--- src/rtl/mdio_master.sv ---
module mdio_master #(
  parameter int DIVW     = 8,
  parameter int TMO_BITS = 8
) (
  input  logic            clk,
  input  logic            rst_n,
  input  logic            start,
  input  logic            rd_nwr,
  input  logic [4:0]      phy_addr,
  input  logic [4:0]      reg_addr,
  input  logic [15:0]     wr_data,
  input  logic [DIVW-1:0] clk_div,
  output logic [15:0]     rd_data,
  output logic            done,
  output logic            timeout,
  output logic            busy,
  output logic            mdc,
  output logic            mdio_o,
  output logic            mdio_oe,
  input  logic            mdio_i
);
  localparam int TW = $clog2(TMO_BITS + 1);
  localparam logic [5:0] LAST_WR = 6'd63;
  localparam logic [5:0] LAST_RD = 6'd45;

  typedef enum logic [1:0] {S_IDLE, S_SEND, S_WAIT, S_CAPT} st_t;

  st_t            st;
  logic [DIVW-1:0] dcnt;
  logic [63:0]     sh;
  logic [5:0]      bitn;
  logic            rd_q, skip;
  logic [TW-1:0]   tcnt;
  logic [14:0]     rsh;
  logic [3:0]      ccnt;
  logic            tick, rise, fall;
  logic [5:0]      last;

  assign busy   = (st != S_IDLE);
  assign tick   = busy && (dcnt == clk_div);
  assign rise   = tick && !mdc;
  assign fall   = tick && mdc;
  assign mdio_o = sh[63];
  assign last   = rd_q ? LAST_RD : LAST_WR;

  always_ff @(posedge clk or negedge rst_n) begin
    if (!rst_n) begin
      st      <= S_IDLE;
      dcnt    <= '0;
      sh      <= '0;
      bitn    <= '0;
      rd_q    <= 1'b0;
      skip    <= 1'b0;
      tcnt    <= '0;
      rsh     <= '0;
      ccnt    <= '0;
      rd_data <= '0;
      done    <= 1'b0;
      timeout <= 1'b0;
      mdc     <= 1'b0;
      mdio_oe <= 1'b0;
    end else begin
      done <= 1'b0;
      if (!busy || tick) dcnt <= '0;
      else               dcnt <= dcnt + 1'b1;
      if (tick) mdc <= ~mdc;

      case (st)
        S_IDLE: begin
          if (start) begin
            st      <= S_SEND;
            sh      <= {32'hFFFF_FFFF, 2'b01, (rd_nwr ? 2'b10 : 2'b01),
                        phy_addr, reg_addr, 2'b10, wr_data};
            rd_q    <= rd_nwr;
            bitn    <= '0;
            mdio_oe <= 1'b1;
            timeout <= 1'b0;
          end
        end
        S_SEND: begin
          if (fall) begin
            if (bitn == last) begin
              mdio_oe <= 1'b0;
              if (rd_q) begin
                st   <= S_WAIT;
                skip <= 1'b1;
                tcnt <= '0;
              end else begin
                st   <= S_IDLE;
                done <= 1'b1;
              end
            end else begin
              sh   <= {sh[62:0], 1'b0};
              bitn <= bitn + 1'b1;
            end
          end
        end
        S_WAIT: begin
          if (rise) begin
            if (skip) begin
              skip <= 1'b0;
            end else if (!mdio_i) begin
              st   <= S_CAPT;
              ccnt <= '0;
            end else if (tcnt == TW'(TMO_BITS - 1)) begin
              st      <= S_IDLE;
              done    <= 1'b1;
              timeout <= 1'b1;
              mdc     <= 1'b0;
            end else begin
              tcnt <= tcnt + 1'b1;
            end
          end
        end
        S_CAPT: begin
          if (rise) begin
            rsh  <= {rsh[13:0], mdio_i};
            ccnt <= ccnt + 1'b1;
            if (ccnt == 4'd15) begin
              rd_data <= {rsh, mdio_i};
              st      <= S_IDLE;
              done    <= 1'b1;
              mdc     <= 1'b0;
            end
          end
        end
        default: st <= S_IDLE;
      endcase
    end
  end
endmodule

--- config.mk ---
export PLATFORM = sky130hd
export DESIGN_NAME = mdio_master
export DESIGN_NICKNAME = d
export VERILOG_FILES = /design/src/rtl/mdio_master.sv
export SDC_FILE = /design/constraint.sdc
export NUM_CORES = 1
export LEC_CHECK = 0
export ABC_AREA = 1
export BUFFER_PORTS_ARGS = -buffer_cell sky130_fd_sc_hd__buf_4
export CELL_PAD_IN_SITES_DETAIL_PLACEMENT = 1
export CELL_PAD_IN_SITES_GLOBAL_PLACEMENT = 2
export CORE_MARGIN = 2
export CORE_UTILIZATION = 40
export CTS_BUF_LIST = sky130_fd_sc_hd__clkbuf_8
export CTS_CLUSTER_DIAMETER = 40
export DETAILED_ROUTE_END_ITERATION = 12
export HOLD_SLACK_MARGIN = 0.12
export PLACE_DENSITY = 0.88
export SLEW_MARGIN = 5
export SYNTH_ARGS = -nofsm -noshare
export SYNTH_HDL_FRONTEND = slang
export SYNTH_SLANG_ARGS = --single-unit
--- constraint.sdc ---
create_clock -name clk -period 4.6 [get_ports clk]
set_input_delay 0.23 -clock clk [delete_from_list [all_inputs] [get_ports clk]]
set_output_delay 0.23 -clock clk [all_outputs]
set_load 0.05 [all_outputs]
Word level (Yosys, flattened, before mapping)

Cells that the tools add are included.

Flip-flop bits (word level): 125
Input port bits: 39

Bitwise gates (word level): 1
Muxes and demuxes: 68
$add $sub $neg: 4
Reduce and logical (&&, ||, !) cells: 22
Eq/ne operators: 21

Operators by type and width:

| operator                                                       | count |
|---|---|
| 64-bit two-way mux                                             | 3 |
| 64-bit one-hot mux with 2 select lines                         | 1 |
| 4-bit two-way mux                                              | 11 |
| 1-bit two-way mux                                              | 28 |
| 2-bit inequality test (second input constant)                  | 13 |
| 2-bit two-way mux                                              | 11 |
| 6-bit two-way mux                                              | 3 |
| 4-bit one-hot mux with 2 select lines                          | 2 |
| 8-bit AND reduction                                            | 2 |
| 6-bit one-hot mux with 2 select lines                          | 1 |
| 5-bit AND reduction                                            | 2 |
| 2-bit nonzero test                                             | 5 |
| 4-bit by 1-bit adder with 4-bit output (second input constant) | 2 |
| 8-bit by 1-bit adder with 8-bit output (second input constant) | 1 |
| 8-bit equality test                                            | 1 |
| 8-bit two-way mux                                              | 1 |
| 1-bit one-hot mux with 2 select lines                          | 4 |
| 2-bit one-hot mux with 4 select lines                          | 1 |
| 4-bit AND reduction                                            | 2 |
| 6-bit by 1-bit adder with 6-bit output (second input constant) | 1 |
| 6-bit equality test                                            | 1 |
| 6-bit AND reduction                                            | 1 |
| 5-bit two-way mux                                              | 1 |
| 2-bit equality test (second input constant)                    | 2 |
| other kinds (12)                                               | 16 |

Logic depth before layout (Yosys ltp)

Depth after elaboration: 8
Depth in mapped cells: 15

Least setup slack after synthesis

No wires, ideal clock.

Path kind: reg2reg
Start point: reg dcnt[3]
End point: reg sh[50]
Required time: 4469 ps
Library setup time: 131 ps
Cell stages (with the launch flop): 16
Period minus slack after synthesis: 2033 ps
Slack: 2567 ps
Arrival: 1902 ps
Path buffers: 2
Cell sequence: dfrtp_1 > xnor2_1 > nand2_1 > nor2_1 > nand2_1 > nor2_1 > ha_1 > inv_1 > nand3_1 > nand2_1 > nor2_2 > nand2_4 > buf_6 > buf_6 > nand2_1 > o21ai_0

Longest elaborated chain between the ends: 5

Ends and longest elaborated chain:

| what                                   | line | text |
|---|---|---|
| start, declared                        | 29   | `logic [DIVW-1:0] dcnt;` |
| start signal, assigned                 | 65   | `else dcnt <= dcnt + 1'b1;` |
| 8-bit equality test                    | 40   | `assign tick = busy && (dcnt == clk_div);` |
| 1-bit logical AND                      | 40   |  |
| 1-bit logical AND                      | 42   | `assign fall = tick && mdc;` |
| 2-bit inequality test (no source line) | --   |  |
| 4-bit AND reduction (no source line)   | --   |  |
| end signal, assigned                   | 72   | `sh <= {32'hFFFF_FFFF, 2'b01, (rd_nwr ? 2'b10 : 2'b01),` |
| end signal, assigned                   | 93   | `sh <= {sh[62:0], 1'b0};` |
| end, declared                          | 30   | `logic [63:0] sh;` |

Every way passes these cells.
A chain may end at the register's enable or synchronous reset.

Final worst setup path

Start point: reg dcnt[2]
End point: reg sh[13]

The elaborated chain is that of the path after synthesis.

==> results.tsv <==
stage	metric	value	unit
place	gpl.final_weighted_congestion	0.7991	
power_and_ir_drop	leakage	3.336	nW
power_and_ir_drop	p_int	0.002405	W
timing	rsz0062_at_grt	no	
power_and_ir_drop	switching_share	38.73	%
yosys	netlist_area	0.005688	mm²
timing	min_period	3005	ps
finish	diodes	0	
yosys	ys_warn_count	0	
yosys	yosys.cell_types.count	27	
clock_network	cts_tree	done	
worst_hold_path	min_to	timeout$_DFFE_PN0P_	
timing	layout_setup_ws	1595	ps
global_routing	grt_max_degree	109	
detailed_routing	viasPerCell	4.841	
global_routing	antenna_found_initial	0	
timing	drv_slew	0	
clock_network	cts-root-buf	clkbuf_8	
timing	skew	10.56	ps
detailed_routing	wl_per_cell	14.31	µm
clock_network	cts_max_level	4	
timing	holdWs	150.1	ps
finish	final_cell_mix	189 x nand2_1, 125 x dfrtp_1, 64 x buf_4, 63 x nor2_1, 54 x o21ai_0	
setup_path	critPathMaxFanout	108	
finish	syn_to_final_growth	20.72	%
clock_network	clk_pin_slew_worst_paths	70	ps
detailed_routing	drtPass1Iterations	4	
detailed_routing	route.vias.total	4405	
worst_hold_path	min_from	mdio_i	
clock_network	numCtsBuffers	17	
finish	n_fill_cell	1609	
detailed_routing	drtIter0Drc	270	
place	pre_cts_slack	1595	ps
clock_network	clkSinkCount	125	
yosys	synth.net_count	682	
setup_path	regToRegSetupSlack	1590	ps
detailed_routing	drc	0	
run	maxCapViolations	0	
die	die_w	123.2	µm
global_routing	grt_first_pass_wirelength	21.94	mm
clock_network	clk_latency	450	ps
place	dp_hpwl	8.094	mm
timing	min_period_over_period	65.33	%
setup_path	crit_path_start_kind	flip-flop	
die	die_area	0.01519	mm²
finish	final_util	49.47	%
setup_path	arrival	3330	ps
clock_network	clockBufferDepth	2	
yosys	syn_inst	636	
setup_path	cp.required	4920	ps
setup_path	r2r-start	dcnt[2]$_DFF_PN0_	
setup_path	rr_endpoint	sh[13]$_DFFE_PN0P_	
worst_hold_path	hp-class	in2reg	
global_routing	track_usage	18.62	%
worst_hold_path	hold_path_depth	3	
die	start_util	40.98	%
power_and_ir_drop	p_seq_share	42.0	%
timing	finalHoldViolations	0	
setup_path	critPathKind	reg2reg	
timing	worst_slew_pin_slew	1075	ps
power_and_ir_drop	clock_power_share	22.9	%
timing	finalSetupViolations	0	
finish	nets	766	
finish	drive_above_1_share	14.79	%
yosys	yosys_register_bits	125	
finish	final_common_cell	nand2_1	
run_status	status	completed	
timing	timing.setup.tns	0	ps
power_and_ir_drop	comb_power_share	35.1	%
detailed_routing	routed_wl	13.03	mm
place	port_buffers	60	
global_routing	grt_pass1_vias	4639	
power_and_ir_drop	vdd_ir_drop_max	330.1	µV
global_routing	globalRouteOverflowTotal	0	
setup_path	reg2reg_depth	14	
power_and_ir_drop	netSwitchingPower	0.001520	W
power_and_ir_drop	cellPowerDensity	571.7	mW/mm²
timing	slew-limit-headroom	28.32	%
clock_network	cts.repair.resized	0	
setup_path	end_kind	flip-flop	
yosys	yosysSeqAreaShare	54.99	%
yosys	avgSynthCellArea	8.943	µm²
timing	max_freq	332.8	MHz
die	core-area	0.01388	mm²
die	ios	61	
die	die_h	123.2	µm
detailed_routing	final_antenna_net_count	0	
die	row_count	43	
-- power by group through the flow --
stage | sequential [W] | clock (W) | combinational, W
finish | 0.00165 | 0.000900 | 0.00138
global route | 0.00170 | 0.000973 | 0.00158
CTS | 0.00165 | 0.000927 | 0.00140
detailed placement | 0.00166 | 0 | 0.00137
global placement | 0.00165 | 0 | 0.00129
floorplan | 0.00164 | 0 | 0.00111
-- cells in the mapped netlist --
cell type / n / area [µm²]
nand3b_1: 2 / 15.01
nand2_1: 189 / 709.4
buf_4: 1 / 7.510
mux2i_1: 26 / 260.3
a21oi_2: 1 / 8.760
buf_6: 9 / 101.4
xor2_1: 8 / 70.07
nor2_1: 63 / 236.5
o21ai_0: 54 / 270.3
o31ai_1: 1 / 7.510
ha_1: 7 / 87.58
inv_2: 2 / 7.510
nand4_1: 3 / 18.77
o21ai_2: 8 / 70.07
xnor2_1: 13 / 113.9
dfrtp_1: 125 / 3128
clkbuf_1: 15 / 56.30
or2_2: 1 / 6.260
o22ai_1: 1 / 6.260
nand2_4: 2 / 22.52
buf_2: 2 / 10.01
nor3_1: 2 / 10.01
o21bai_1: 1 / 7.510
nand3_1: 24 / 120.1
o21ai_1: 37 / 185.2
inv_1: 37 / 138.9
nor2_2: 2 / 12.51
-- kinds of logic (layout without fill, tap and decap cells) --
family	count (synthesis)	in the layout	share of synthesized area (%)
AO/OA/AOI/OAI	103	103	9.767
XOR/XNOR	21	21	3.234
adder cells (fa/ha/maj)	7	7	1.540
buffers and inverters	66	160	5.653
flip-flops	125	125	54.99
multiplexers	26	26	4.575
AND/OR/NAND/NOR	288	288	20.24
-- sequential cells by signal (all words and copies together) (netlist names) --
signal   cells
mdio_oe      1
st           2
rd_data     16
done         1
tcnt         4
rd_q         1
dcnt         8
mdc          1
timeout      1
bitn         6
rsh         15
ccnt         4
skip         1
sh          64
-- metrics by stage --
step,std cells,instance area [µm²],power (W)
2_1_floorplan,636,5688,0.002752
3_3_place_gp,853,6218,0.002944
3_5_place_dp,853,6218,0.003034
4_1_cts,910,6867,0.003969
5_1_grt,910,6867,0.004253
6_report,910,6867,0.003926
-- what timing repair did --
action                     CTS  global route
setup endpoints to repair    0             0
buffers inserted             0             0
hold buffers                28             0
hold endpoints to repair    46             0
-- how the worst max path moves through the flow --
stage	depth (start not counted)	start	slack, ps	end
6_report	14	dcnt[2]$_DFF_PN0_	1590	sh[13]$_DFFE_PN0P_
5_1_grt	14	dcnt[3]$_DFF_PN0_	1270	sh[13]$_DFFE_PN0P_
4_1_cts	14	dcnt[3]$_DFF_PN0_	1590	sh[13]$_DFFE_PN0P_
3_5_place_dp	14	dcnt[3]$_DFF_PN0_	1590	sh[13]$_DFFE_PN0P_
3_3_place_gp	14	dcnt[3]$_DFF_PN0_	1740	sh[21]$_DFFE_PN0P_
2_1_floorplan	15	dcnt[3]$_DFF_PN0_	2570	sh[50]$_DFFE_PN0P_
-- metal layers --
layer	GRT usage [%]	share of wire (%)
met5	0	0
met4	6.676	1.7
met3	4.889	3.6
met2	29.53	47
met1	24.64	48
-- critical path, stage by stage (launching register included) --
cell and delay, ps:
dfrtp_1 430, xnor2_1 180, nand2_1 70, nor2_1 120, nand2_1 80, nor2_1 180, ha_1 200, inv_1 40
nand3_1 90, nand2_1 80, nor2_2 150, nand2_4 570, buf_4 480, nand2_1 90, o21ai_1 70
-- layout make-up --
type                    instances  area (µm²)  area share [%]
clock inverters                 7       65.06          0.9475
flip-flops and latches        125        3128           45.55
well taps                     180       225.2           3.280
repair buffers                 92       760.7           11.08
clock buffers                  22       302.8           4.410
inverters                      39       146.4           2.132
multi-input cells             445        2238           32.60
(Power assumes the default switching activity.)
